File: src/rtl/aux_sysctl_pkg.sv
package aux_sysctl_pkg;
  localparam int SEL_W = 3;

  typedef enum logic [SEL_W-1:0] {
    SEL_CFG  = 3'd0,
    SEL_DIAG = 3'd1,
    SEL_MDM  = 3'd2,
    SEL_AUX  = 3'd3,
    SEL_PWR  = 3'd4,
    SEL_SYS  = 3'd5
  } reg_sel_e;

  localparam int NUM_REGS      = 6;
  localparam int CFG_PFEN_BIT  = 3;
  localparam int PWR_OFF_BIT   = 0;
  localparam int PWR_CLR_BIT   = 1;
  localparam int PWR_FLAG_BIT  = 5;
  localparam int AUX_TC_BIT    = 1;
  localparam int SYS_RST_BIT   = 0;
  localparam int SYS_STATUS_VAL = 2;
endpackage

File: src/rtl/aux_bus_decode.sv
module aux_bus_decode #(
  parameter int DATA_W   = 32,
  parameter int SEL_W    = 3,
  parameter int NUM_REGS = 6,
  parameter int FULL_IDX = 5
) (
  input  logic                  req_valid,
  input  logic                  req_write,
  input  logic [SEL_W-1:0]      req_sel,
  input  logic [DATA_W/8-1:0]   req_be,
  output logic [NUM_REGS-1:0]   wr_stb,
  output logic                  rd_stb
);
  localparam int BE_W = DATA_W / 8;
  localparam logic [BE_W-1:0] BE_BYTE = BE_W'(1);
  localparam logic [BE_W-1:0] BE_FULL = {BE_W{1'b1}};

  // one write strobe per register; access size picks the legal enable pattern
  for (genvar i = 0; i < NUM_REGS; i++) begin : g_dec
    localparam logic [BE_W-1:0] NEED = (i == FULL_IDX) ? BE_FULL : BE_BYTE;
    assign wr_stb[i] = req_valid && req_write &&
                       (req_sel == SEL_W'(i)) && (req_be == NEED);
  end

  assign rd_stb = req_valid && !req_write;
endmodule

File: src/rtl/aux_byte_reg.sv
module aux_byte_reg #(
  parameter int               BYTE_W    = 8,
  parameter logic [BYTE_W-1:0] KEEP_MASK = {BYTE_W{1'b1}},
  parameter bit               SOFT_CLR  = 1'b1
) (
  input  logic              clk,
  input  logic              por_n,
  input  logic              rst_n,
  input  logic              we,
  input  logic [BYTE_W-1:0] wdata,
  output logic [BYTE_W-1:0] q
);
  always_ff @(posedge clk or negedge por_n) begin
    if (!por_n)                 q <= '0;
    else if (SOFT_CLR && !rst_n) q <= '0;
    else if (we)                q <= wdata & KEEP_MASK;
  end
endmodule

File: src/rtl/aux_pwrfail_unit.sv
module aux_pwrfail_unit (
  input  logic       clk,
  input  logic       por_n,
  input  logic       rst_n,
  input  logic       pf_i,
  input  logic       pf_en,
  input  logic       we,
  input  logic [1:0] ctl_bits,
  output logic       flag_o,
  output logic [1:0] ctl_q,
  output logic       irq_o,
  output logic       shutdown_o
);
  import aux_sysctl_pkg::*;

  logic pf_prev;
  logic pf_edge;
  logic flag_d;

  assign pf_edge = pf_i ^ pf_prev;

  always_comb begin
    flag_d = flag_o;
    if (we && ctl_bits[PWR_CLR_BIT]) flag_d = 1'b0;
    // an input change is applied last and so wins over a clear
    if (pf_edge) flag_d = pf_i && pf_en;
  end

  always_ff @(posedge clk or negedge por_n) begin
    if (!por_n) begin
      pf_prev    <= 1'b0;
      flag_o     <= 1'b0;
      ctl_q      <= '0;
      shutdown_o <= 1'b0;
    end else if (!rst_n) begin
      pf_prev    <= 1'b0;
      flag_o     <= 1'b0;
      ctl_q      <= '0;
      shutdown_o <= 1'b0;
    end else begin
      pf_prev    <= pf_i;
      flag_o     <= flag_d;
      shutdown_o <= we && ctl_bits[PWR_OFF_BIT];
      if (we) ctl_q <= ctl_bits;
    end
  end

  assign irq_o = flag_o && pf_en;
endmodule

File: src/rtl/aux_sysctl_unit.sv
module aux_sysctl_unit #(
  parameter int DATA_W = 32
) (
  input  logic              clk,
  input  logic              por_n,
  input  logic              rst_n,
  input  logic              we,
  input  logic              rst_bit,
  output logic [DATA_W-1:0] q,
  output logic              rst_req_o
);
  import aux_sysctl_pkg::*;
  localparam logic [DATA_W-1:0] STATUS = DATA_W'(SYS_STATUS_VAL);

  // register content survives the soft reset; only the pulse is cleared
  always_ff @(posedge clk or negedge por_n) begin
    if (!por_n) begin
      q         <= '0;
      rst_req_o <= 1'b0;
    end else begin
      rst_req_o <= rst_n && we && rst_bit;
      if (rst_n && we && rst_bit) q <= STATUS;
    end
  end
endmodule

File: src/rtl/aux_sysctl_regs.sv
module aux_sysctl_regs #(
  parameter int DATA_W = 32,
  parameter int SEL_W  = 3,
  parameter int BYTE_W = 8
) (
  input  logic                clk,
  input  logic                por_n,
  input  logic                rst_n,
  input  logic                req_valid,
  input  logic                req_write,
  input  logic [SEL_W-1:0]    req_sel,
  input  logic [DATA_W/8-1:0] req_be,
  input  logic [DATA_W-1:0]   req_wdata,
  output logic                rd_valid,
  output logic [DATA_W-1:0]   rd_data,
  input  logic                pwr_fail_i,
  output logic                irq_o,
  output logic                tc_pulse_o,
  output logic                shutdown_req_o,
  output logic                reset_req_o
);
  import aux_sysctl_pkg::*;

  localparam logic [BYTE_W-1:0] AUX_MASK = ~(BYTE_W'(1) << AUX_TC_BIT);

  logic [NUM_REGS-1:0] wr_stb;
  logic                rd_stb;
  logic [BYTE_W-1:0]   wbyte;
  logic [BYTE_W-1:0]   cfg_q, diag_q, mdm_q, aux_q;
  logic [1:0]          pwr_ctl;
  logic                pf_flag;
  logic                pf_en;
  logic [DATA_W-1:0]   sys_q;
  logic [BYTE_W-1:0]   pwr_view;
  logic [DATA_W-1:0]   rd_mux;
  logic                unused_wdata_hi;

  assign wbyte           = req_wdata[BYTE_W-1:0];
  assign unused_wdata_hi = ^req_wdata[DATA_W-1:BYTE_W];
  assign pf_en           = cfg_q[CFG_PFEN_BIT];

  aux_bus_decode #(
    .DATA_W(DATA_W), .SEL_W(SEL_W), .NUM_REGS(NUM_REGS), .FULL_IDX(int'(SEL_SYS))
  ) u_dec (
    .req_valid(req_valid), .req_write(req_write), .req_sel(req_sel),
    .req_be(req_be), .wr_stb(wr_stb), .rd_stb(rd_stb)
  );

  aux_byte_reg #(.BYTE_W(BYTE_W), .SOFT_CLR(1'b1)) u_cfg (
    .clk(clk), .por_n(por_n), .rst_n(rst_n), .we(wr_stb[SEL_CFG]),
    .wdata(wbyte), .q(cfg_q)
  );

  aux_byte_reg #(.BYTE_W(BYTE_W), .SOFT_CLR(1'b0)) u_diag (
    .clk(clk), .por_n(por_n), .rst_n(rst_n), .we(wr_stb[SEL_DIAG]),
    .wdata(wbyte), .q(diag_q)
  );

  aux_byte_reg #(.BYTE_W(BYTE_W), .SOFT_CLR(1'b1)) u_mdm (
    .clk(clk), .por_n(por_n), .rst_n(rst_n), .we(wr_stb[SEL_MDM]),
    .wdata(wbyte), .q(mdm_q)
  );

  aux_byte_reg #(.BYTE_W(BYTE_W), .KEEP_MASK(AUX_MASK), .SOFT_CLR(1'b1)) u_aux (
    .clk(clk), .por_n(por_n), .rst_n(rst_n), .we(wr_stb[SEL_AUX]),
    .wdata(wbyte), .q(aux_q)
  );

  // terminal-count strobe: one clock after the qualifying write
  always_ff @(posedge clk or negedge por_n) begin
    if (!por_n)      tc_pulse_o <= 1'b0;
    else if (!rst_n) tc_pulse_o <= 1'b0;
    else             tc_pulse_o <= wr_stb[SEL_AUX] && wbyte[AUX_TC_BIT];
  end

  aux_pwrfail_unit u_pwr (
    .clk(clk), .por_n(por_n), .rst_n(rst_n), .pf_i(pwr_fail_i), .pf_en(pf_en),
    .we(wr_stb[SEL_PWR]), .ctl_bits(wbyte[1:0]), .flag_o(pf_flag),
    .ctl_q(pwr_ctl), .irq_o(irq_o), .shutdown_o(shutdown_req_o)
  );

  aux_sysctl_unit #(.DATA_W(DATA_W)) u_sys (
    .clk(clk), .por_n(por_n), .rst_n(rst_n), .we(wr_stb[SEL_SYS]),
    .rst_bit(req_wdata[SYS_RST_BIT]), .q(sys_q), .rst_req_o(reset_req_o)
  );

  always_comb begin
    pwr_view               = '0;
    pwr_view[1:0]          = pwr_ctl;
    pwr_view[PWR_FLAG_BIT] = pf_flag;
  end

  always_comb begin
    case (req_sel)
      SEL_CFG:  rd_mux = DATA_W'(cfg_q);
      SEL_DIAG: rd_mux = DATA_W'(diag_q);
      SEL_MDM:  rd_mux = DATA_W'(mdm_q);
      SEL_AUX:  rd_mux = DATA_W'(aux_q);
      SEL_PWR:  rd_mux = DATA_W'(pwr_view);
      SEL_SYS:  rd_mux = sys_q;
      default:  rd_mux = '0;
    endcase
  end

  always_ff @(posedge clk or negedge por_n) begin
    if (!por_n) begin
      rd_valid <= 1'b0;
      rd_data  <= '0;
    end else if (!rst_n) begin
      rd_valid <= 1'b0;
      rd_data  <= '0;
    end else begin
      rd_valid <= rd_stb;
      rd_data  <= rd_stb ? rd_mux : '0;
    end
  end
endmodule

File: config.mk
export PLATFORM = sky130hd
export DESIGN_NAME = aux_sysctl_regs
export DESIGN_NICKNAME = d
export VERILOG_FILES = /design/src/rtl/aux_sysctl_pkg.sv /design/src/rtl/aux_bus_decode.sv /design/src/rtl/aux_byte_reg.sv /design/src/rtl/aux_pwrfail_unit.sv /design/src/rtl/aux_sysctl_unit.sv /design/src/rtl/aux_sysctl_regs.sv
export SDC_FILE = /design/constraint.sdc
export NUM_CORES = 1
export LEC_CHECK = 0
export ABC_CLOCK_PERIOD_IN_PS = 1400
export BUFFER_PORTS_ARGS = -buffer_cell sky130_fd_sc_hd__buf_2
export CAP_MARGIN = 20
export CORE_MARGIN = 10
export CORE_UTILIZATION = 32
export DETAILED_ROUTE_END_ITERATION = 10
export HOLD_SLACK_MARGIN = 0.02
export SLEW_MARGIN = 15
export SYNTH_ARGS = -nofsm -noshare
export SYNTH_HDL_FRONTEND = slang
export SYNTH_SLANG_ARGS = --single-unit
File: constraint.sdc
create_clock -name clk -period 1.4 [get_ports clk]
set_input_delay 0.07 -clock clk [delete_from_list [all_inputs] [get_ports clk]]
set_output_delay 0.07 -clock clk [all_outputs]
set_load 0.005 [all_outputs]
==> results.json <==
{
  "num_rows": 31,
  "cts-root-buf": "clkbuf_8",
  "final_cell_area_mm2": 0.00274,
  "synth-edff-count": 0,
  "routed.top_layer": "met4",
  "final_cells": 361,
  "diodes": 0,
  "cp-start-kind": "primary input",
  "coreArea_mm2": 0.00718,
  "routabilityCongestion": 0.742,
  "peakVddDrop_mv": 0.410,
  "overflow": 0,
  "cp.arrival_ps": 1420,
  "drc_errors": 0,
  "wire_per_inst_um": 14.0,
  "fill_cells": 720,
  "firstDrtPassIters": 4,
  "yosysMostFrequentCell": "dfrtp_1",
  "pre_cts_ws_ps": 100,
  "finalMaxSlewViolations": 0,
  "layout.nets": 307,
  "post_cts_buffers": 0,
  "dr_total_vias": 1622,
  "max_freq_mhz": 848,
  "drt_iter0_drc": 91,
  "netlist_area_mm2": 0.00233,
  "critPathKind": "in2reg",
  "setup_viol": 0,
  "wl_um": 5070,
  "met2_length_um": 2300,
  "crit_fanout": 3,
  "status": "finished, final reports clean",
  "ys_warn_count": 0,
  "yosys.area.top_type": "dfrtp_1",
  "syn_to_final_growth_pct": 17.5,
  "port_buffers": 33,
  "hold_viol": 0,
  "avgViaCountPerCell": 4.49,
  "skew_ps": 2.61,
  "h-tree-depth": 2,
  "timing.final.crit_share": 0.842,
  "period_minus_slack_ps": 1180,
  "finalSetupTns_ps": 0,
  "die_w_um": 105,
  "setup_ws_ps": 221,
  "drtAntennaViolNets": 0,
  "syn_inst": 221,
  "rsz0062_at_grt": "false",
  "layout-drive-gt1-share": 0.263,
  "syn_area_per_cell_um2": 10.6,
  "wl_met1_um": 2310,
  "dieArea_mm2": 0.0111,
  "ys_types": 34,
  "clock_sinks": 48,
  "hpwl_um": 3710,
  "ys.flop_type": "dfrtp_1",
  "grt_util_all_layers": 0.0929,
  "ys_seq_area_frac": 0.515,
  "clk_pin_slew_worst_paths_ps": 80,
  "synth_common_cells": "48 x dfrtp_1, 26 x buf_4, 26 x nand3_1",
  "synth_top_area_frac": 0.515,
  "cts_buffers": 5,
  "clkLatencyLatePin_ps": 300,
  "hp-class": "in2reg",
  "power_density_mw_per_mm2": 1010,
  "p_leak_nw": 1.35,
  "dpl-instance-area_mm2": 0.00255,
  "io_pins": 82,
  "drv_cap": 0,
  "grt_pass1_vias": 1691,
  "clockBufferDepth": 2,
  "start_util": 0.325,
  "ys_async_sr_fraction": 1.00,
  "grt_antenna_before_repair": 0,
  "synth_area_leaders": "dfrtp_1 51%, buf_4 8.4%, nand3_1 5.6%",
  "fp.dieH_um": 105,
  "cp-end-kind": "flop",
  "dr_wl_met3_um": 390,
  "grt_pass1_wl_um": 8540,
  "grt_max_degree": 49,
  "cts_tree": "yes",
  "ys_ff_latch": 48,
  "worstPathRequired_ps": 1640,
  "dp_cells": 348
}
-- path summary, 6_finish.rpt --
path | from | end | slack (ps) | cells after the start
hold reg to reg | u_sys.q[1] | u_sys.q[1] | 480 | 1
min in group asynchronous | por_n | u_pwr.shutdown_o | 270 | 3
setup / recovery | req_write | rd_valid | 220 | 4
setup reg to reg | u_diag.q[6] | rd_data[6] | 290 | 2
hold / removal | req_wdata[4] | u_diag.q[4] | 20 | 2
max in group asynchronous | por_n | u_diag.q[7] | 910 | 3
-- state kept, by name (all words and copies together) (netlist names) --
| name | cells |
|---|---|
| u_aux.q | 7 |
| u_pwr.pf_prev | 1 |
| u_mdm.q | 8 |
| rd_valid | 1 |
| rd_data | 8 |
| u_diag.q | 8 |
| tc_pulse_o | 1 |
| u_pwr.flag_o | 1 |
| u_cfg.q | 8 |
| u_pwr.ctl_q | 2 |
| u_pwr.shutdown_o | 1 |
| u_sys.q | 1 |
| u_sys.rst_req_o | 1 |
-- power by group --
group / internal, mW / leakage, nW / switching (mW) / total, mW
Sequential: 1.40 / 0.667 / 0.00881 / 1.41
Combinational: 0.0841 / 0.622 / 0.141 / 0.225
Clock: 0.702 / 0.0642 / 0.438 / 1.14
-- metal layers --
metal	GRT usage	vias to the layer above
met5	0	-
met3	0.0365	6
met2	0.142	39
li1	-	806
met4	0.0304	0
met1	0.117	771
-- layout by cell type, fill, tap and decap left out, drive strengths merged, types with 2 or more instances in the layout --
| cell | synthesis | layout |
|---|---|---|
| nor3b | 2 | 2 |
| dfrtp | 48 | 48 |
| or2 | 3 | 3 |
| o21ai | 27 | 27 |
| a21oi | 6 | 6 |
| nor3 | 2 | 2 |
| nand2b | 4 | 4 |
| nor2 | 10 | 10 |
| dlygate4sd3 | 0 | 6 |
| nand2 | 15 | 15 |
| a32oi | 2 | 2 |
| buf | 34 | 41 |
| and2 | 3 | 3 |
| o22a | 4 | 4 |
| nand4 | 2 | 2 |
| conb | 1 | 24 |
| bufinv | 0 | 2 |
| clkbuf | 2 | 5 |
| nand3 | 26 | 26 |
| mux2i | 12 | 12 |
| mux2 | 11 | 11 |
-- cell families (layout without fill, tap and decap cells) --
kind of cell	count (synthesis)	count (layout)	share of synthesized area
and+or+nand+nor	71	71	0.166
DFF	48	48	0.515
AOI/OAI and AO/OA	40	40	0.0981
buffers and inverters	37	55	0.105
muxes	24	24	0.114
other	1	24	0.00161
-- worst max-delay path, stage by stage --
cell,delay [ps]
buf_2,110
dlygate4sd3_1,550
nor2_1,130
dlygate4sd3_1,560
-- layout make-up --
cell class	instances	area (µm²)	share of cell area
well taps	99	124	0.0452
multi-input cells	159	973	0.355
repair buffers	47	310	0.113
flip-flops and latches	48	1200	0.438
inverters	1	3.75	0.00137
clock buffers	5	68.8	0.0251
clock inverters	2	60.1	0.0219
-- through the flow --
stage / hold WS, ps / power, mW / utilization
detailed placement: 75.4 / 1.65 / 0.356
finish: 21.8 / 2.78 / 0.382
global route: 25.3 / 2.89 / 0.382
floorplan: -226 / 1.60 / -
CTS: 20.4 / 2.80 / 0.382
global placement: 75.4 / 1.65 / 0.356
-- repair_timing --
action / CTS / global route
endpoints found under the hold margin: 52 / 0
gates resized for setup: 0 / 0
hold buffers: 6 / 0
Note: power is estimated with default switching activity, not from simulation.
